==> src/rtl/csOutPkg.sv <==
package csOutPkg;
  localparam int DEF_NUM_OUT = 8;

  typedef struct packed {
    logic cfgWr;
    logic forceWr;
  } csStrobe_t;
endpackage

==> src/rtl/csOutCtl.sv <==
module csOutCtl
  import csOutPkg::*;
(
  input  logic      wrEn,
  input  logic      wrAddr,
  output csStrobe_t strobe
);
  always_comb begin
    strobe.cfgWr   = wrEn && !wrAddr;
    strobe.forceWr = wrEn && wrAddr;
  end
endmodule

==> src/rtl/csOutDp.sv <==
module csOutDp
  import csOutPkg::*;
#(
  parameter int NUM_OUT = DEF_NUM_OUT,
  localparam int DATA_W = 2 * NUM_OUT
) (
  input  logic              clk,
  input  logic              rstN,
  input  csStrobe_t         strobe,
  input  logic [DATA_W-1:0] wrData,
  input  logic              frameActive,
  output logic [NUM_OUT-1:0] storedQ,
  output logic [DATA_W-1:0]  cfgQ,
  output logic [NUM_OUT-1:0] pinOut
);
  logic [NUM_OUT-1:0] storedNext;

  always_ff @(posedge clk or negedge rstN) begin
    if (!rstN) cfgQ <= '0;
    else if (strobe.cfgWr) cfgQ <= wrData;
  end

  for (genvar n = 0; n < NUM_OUT; n++) begin : gPin
    logic setCmd, clrCmd, csMode, invEn, gated;
    assign setCmd = wrData[NUM_OUT + n];
    assign clrCmd = wrData[n];
    assign csMode = cfgQ[NUM_OUT + n];
    assign invEn  = cfgQ[n];

    always_comb begin
      storedNext[n] = storedQ[n];
      if (strobe.forceWr) begin
        if (clrCmd)      storedNext[n] = 1'b0;
        else if (setCmd) storedNext[n] = 1'b1;
      end
    end

    assign gated     = (csMode && !frameActive) ? 1'b1 : storedQ[n];
    assign pinOut[n] = gated ^ invEn;
  end

  always_ff @(posedge clk or negedge rstN) begin
    if (!rstN) storedQ <= '1;
    else storedQ <= storedNext;
  end
endmodule

==> src/rtl/csOutCtrl.sv <==
module csOutCtrl
  import csOutPkg::*;
#(
  parameter int NUM_OUT = DEF_NUM_OUT,
  localparam int DATA_W = 2 * NUM_OUT
) (
  input  logic              clk,
  input  logic              rstN,
  input  logic              wrEn,
  input  logic              wrAddr,
  input  logic [DATA_W-1:0] wrData,
  input  logic              frameActive,
  input  logic              rdSel,
  output logic [DATA_W-1:0] rdData,
  output logic [NUM_OUT-1:0] pinOut
);
  csStrobe_t strobe;
  logic [NUM_OUT-1:0] storedQ;
  logic [DATA_W-1:0]  cfgQ;

  csOutCtl uCtl (
    .wrEn   (wrEn),
    .wrAddr (wrAddr),
    .strobe (strobe)
  );

  csOutDp #(.NUM_OUT(NUM_OUT)) uDp (
    .clk         (clk),
    .rstN        (rstN),
    .strobe      (strobe),
    .wrData      (wrData),
    .frameActive (frameActive),
    .storedQ     (storedQ),
    .cfgQ        (cfgQ),
    .pinOut      (pinOut)
  );

  assign rdData = rdSel ? {{NUM_OUT{1'b0}}, pinOut} : cfgQ;
endmodule

==> config.mk <==
export PLATFORM = sky130hd
export DESIGN_NAME = csOutCtrl
export DESIGN_NICKNAME = d
export VERILOG_FILES = /design/src/rtl/csOutPkg.sv /design/src/rtl/csOutCtl.sv /design/src/rtl/csOutDp.sv /design/src/rtl/csOutCtrl.sv
export SDC_FILE = /design/constraint.sdc
export NUM_CORES = 1
export LEC_CHECK = 0
export BUFFER_PORTS_ARGS = -buffer_cell sky130_fd_sc_hd__clkbuf_2
export CORE_MARGIN = 3
export CORE_UTILIZATION = 49
export DETAILED_ROUTE_END_ITERATION = 16
export PLACE_DENSITY = 0.9
export SLEW_MARGIN = 20
export SYNTH_ARGS = -nofsm -noshare
export SYNTH_HDL_FRONTEND = slang
export SYNTH_SLANG_ARGS = --single-unit
==> constraint.sdc <==
create_clock -name clk -period 1.6 [get_ports clk]
set_input_delay 0.48 -clock clk [delete_from_list [all_inputs] [get_ports clk]]
set_output_delay 0.48 -clock clk [all_outputs]
set_load 0.01 [all_outputs]
* Word level (Yosys, flattened, before mapping)
Index checks and enable logic that the tools add are counted.
** Word-level totals
- Bits in registers :: 24
- Output and inout bits :: 24
- Word-level logic and storage cells :: 70
- Input port bits :: 22
** Cells by class
- Bitwise logic cells :: 8
- Reduce and logical (&&, ||, !) cells :: 28
- Multiplexer cells :: 25
** Operators with widths (count)
- $mux 1 :: 24
- $mux 16 :: 1
- $reduce_and 2->1 :: 8
- $reduce_bool 2->1 :: 8
- $logic_and 1x1->1 :: 10
- $xor 1x1->1 :: 8
- $logic_not 1->1 :: 2

* Logic depth before layout (Yosys ltp)
- Depth after elaboration :: 5
- Gate-level depth with buffers :: 5
- Mapped depth without buffers :: 3

* Hierarchy
Synthesis repeated with hierarchy kept, for this count alone.
** Second synthesis, totals
- Cell total of the unflattened synthesis :: 97
- Area, all modules :: 1276.2 µm²
** By module, submodules not included
- csOutDp :: area each 1066.0 µm², cells each 77, seq. area each 610.6 µm², instances 1
- csOutCtrl :: area each 193.9 µm², cells each 18, seq. area each 0.0 µm², instances 1
- csOutCtl :: area each 16.3 µm², cells each 2, seq. area each 0.0 µm², instances 1

* Worst setup path before layout
Ideal clock, no wire load.
- Kind :: input-to-output
- From :: in rdSel
- To :: out rdData[6]
- Arrival time :: 1067 ps
- Data required time :: 1120 ps
- Stages on the path :: 3
- Setup slack :: 53 ps
- Path buffers :: 1
- Cells stage by stage :: clkbuf_1 > o21ai_0 > xnor2_1
** On the way
- Cells in the longest elaborated chain, start to end :: 1
** RTL lines
- from (decl) :: line csOutCtrl.sv:13 : input logic rdSel,
- $mux 16 :: line csOutCtrl.sv:38 : assign rdData = rdSel ? {{NUM_OUT{1'b0}}, pinOut} : cfgQ;
- to (decl) :: line csOutCtrl.sv:14 : output logic [DATA_W-1:0] rdData,
Every way passes these cells.

* Worst setup path in the final report
- From :: reg uDp.cfgQ[15]
- To :: out rdData[7]
** On the way
- Cells in the longest elaborated chain, start to end :: 4
** RTL lines
- from (decl) :: line csOutDp.sv:13 : output logic [DATA_W-1:0] cfgQ,
- from (signal assigned) :: line csOutDp.sv:20 : else if (strobe.cfgWr) cfgQ <= wrData;
- $logic_and 1x1->1 :: line csOutDp.sv:38 : assign gated = (csMode && !frameActive) ? 1'b1 : storedQ[n];
- $mux 1 :: line csOutDp.sv:38
- $xor 1x1->1 :: line csOutDp.sv:39 : assign pinOut[n] = gated ^ invEn;
- $mux 16 :: line csOutCtrl.sv:38
Every way passes these cells.

==> out/qor.csv <==
metric;value;unit
drc;0;
fin_hold_ws;131.9;ps
drt_iter0_markers;15;
first_pass_iters;4;
synthTopCellsByCount;a21oi_1, dfrtp_1, xnor2_1;
cts_tree;built;
wire_per_inst;16.15;um
seqPwrFrac;45.1;%
syn-cell-area;1305;um^2
vias_per_cell;5.219;
p_sw;587.6;uW
rrSetupSlack;550;ps
place_hpwl;1953;um
post-route-period-util;113.0;%
endpoint_kind;output pin;
dieArea;3318;um^2
relSlewSlack;61.31;%
avgSynthCellArea;11.76;um^2
area_growth;33.37;%
final_nets;189;
synth_compound_gate_area_share;9.204;%
antenna_found_initial;0;
r2r-start;uDp.cfgQ[10];
timing_hold_violations_final;0;
die_w;57.61;um
skew;0;ps
status;finished, violations left;
hold_path.class;input port to async pin;
h-tree-depth;1;
period_needed;1809;ps
clkTransAtPathRegs;140;ps
io_pins;46;
nFillCells;185;
power_frac_comb;39.4;%
critPathKind;flop to output pin;
drive_gt1_share;63.25;%
ys_ff_latch;24;
fin_tns_setup;-2612;ps
synth-simple-area-share;12.18;%
clkPwrFrac;15.4;%
fin_util;69.62;%
cp_max_fo;2;
grt_pass1_wl;4719;um
globalplace.congestion;0.6790;
grt_usage;18.53;%
die_h;57.61;um
start_util;52.20;%
multi_input_area;725.7;um^2
intPower;1.219;mW
setup.worst_path.start_class;flop;
finalMaxSlewViolations;0;
rr_worst_depth;3;
ys.flop_type;dfrtp_1;
dpl_worst_slack;-172.7;ps
synth_top_family_by_area;multiplexers;
synthTopCellsByArea;dfrtp_1, dfstp_2, mux2_4, xnor2_1, a21oi_1;
r2r_end;uDp.cfgQ[10];
violations;negative setup slack;
power_density;1038;nW/um^2
synth_xor_xnor_area_share;10.74;%
cts.sinks;24;
max_freq;552.9;MHz
core;2500;um^2
arrival;1330;ps
syn_nets;133;
via_count;1023;
numCtsBuffers;3;
wl;3166;um
ys_seq_area_share;46.79;%
port_buffers;45;
clk_latency;310;ps
synth_top_area_share;30.68;%
regArea;610.6;um^2
muxShareOfSynthArea;16.68;%
grt_max_degree;25;
yosys.area.top_type;dfrtp_1;
drv_cap;0;
rsz0062_at_grt;true;
synth-edff-count;0;
vdd_drop_max;0.0006597;V
p_sw_share;32.52;%
cts_root_buf;clkbuf_4;
yosys_warnings;0;
n_antenna_cell;0;
fin_ws;-208.6;ps
synthCells;111;
required;1120;ps
ys_types;15;
overflow;0;
yosys.area_share.adder;0;%
setup_violations;21;
synthArstFlopShare;100.0;%
ctsLongestPathBuffers;2;
worst_pin_slew;580.3;ps
cts_hold_buf;0;
grt_pass1_vias;1024;
p_leak;0.8191;nW
row_count;18;
drt.antenna.violating_nets;0;
metal layers:
layer | GRT usage, % | part of all wire, % | vias to the layer above
li1 | - | - | 484
met1 | 23.11 | 40 | 493
met2 | 31.29 | 53 | 42
met3 | 4.072 | 5.8 | 4
met4 | 6.954 | 1.2 | 0
met5 | 0 | 0 | -
through the flow:
stage                     power, mW  std cells  instance area, um^2
final                         1.807        196                 1740
after global routing          1.904        196                 1740
after CTS                     1.760        194                 1688
after detailed placement      1.398        182                 1530
after global placement        1.376        182                 1530
after floorplan               1.178        111                 1305
sequential cells by signal, summed over array words and instances (netlist names):
signal and count:
uDp.cfgQ 16, uDp.storedQ 8
critical path, stage by stage, from the launching register on:
cell and delay [ps]:
dfrtp_1 410, nor2b_2 170, o21ai_2 160, xnor2_1 130
buf_2 150
layout make-up:
cell class,count,area share [%]
repair buffers,56,19.55
flip-flops and latches,24,35.08
multi-input cells,82,41.70
well taps,30,2.157
clock buffers,4,1.510
cells by family (layout without fill, tap and decap cells):
| group | count (synthesis) | in the layout |
|---|---|---|
| xor gates and xnor gates | 16 | 16 |
| buffers and inverters | 5 | 60 |
| and+or+nand+nor | 26 | 26 |
| AOI/OAI and AO/OA | 24 | 24 |
| muxes | 16 | 16 |
| DFF | 24 | 24 |
worst max path at each step:
| stage | from | endpoint | slack [ps] | cells after the start |
|---|---|---|---|---|
| 5_1_grt | uDp.cfgQ[15] | rdData[7] | -260 | 4 |
| 3_3_place_gp | frameActive | rdData[3] | -120 | 5 |
| 4_1_cts | uDp.cfgQ[10] | rdData[2] | -180 | 4 |
| 2_1_floorplan | rdSel | rdData[6] | 50 | 3 |
| 3_5_place_dp | frameActive | rdData[0] | -170 | 5 |
| 6_report | uDp.cfgQ[15] | rdData[7] | -210 | 4 |
layout by cell type, fill, tap and decap left out, drive strengths merged:
cell type,netlist,layout
dfstp,8,8
o21ai,8,8
a21oi,16,16
xnor2,16,16
buf,4,31
clkbuf,1,29
nor2b,11,11
nor2,8,8
and2b,6,6
and2,1,1
mux2,16,16
dfrtp,16,16
power by group through the flow:
stage | registers [mW] | clock network, mW | logic (mW)
finish | 0.816 | 0.279 | 0.713
global route | 0.829 | 0.306 | 0.769
CTS | 0.802 | 0.282 | 0.677
detailed placement | 0.809 | 0 | 0.589
global placement | 0.803 | 0 | 0.573
floorplan | 0.790 | 0 | 0.388
timing repair:
| action | CTS | global route |
|---|---|---|
| pin swaps | 11 | 13 |
| gates resized for setup | 29 | 31 |
| setup buffers | 8 | 5 |
| endpoints found under the setup margin | 16 | 24 |
Power figures use the tool's default switching activity.
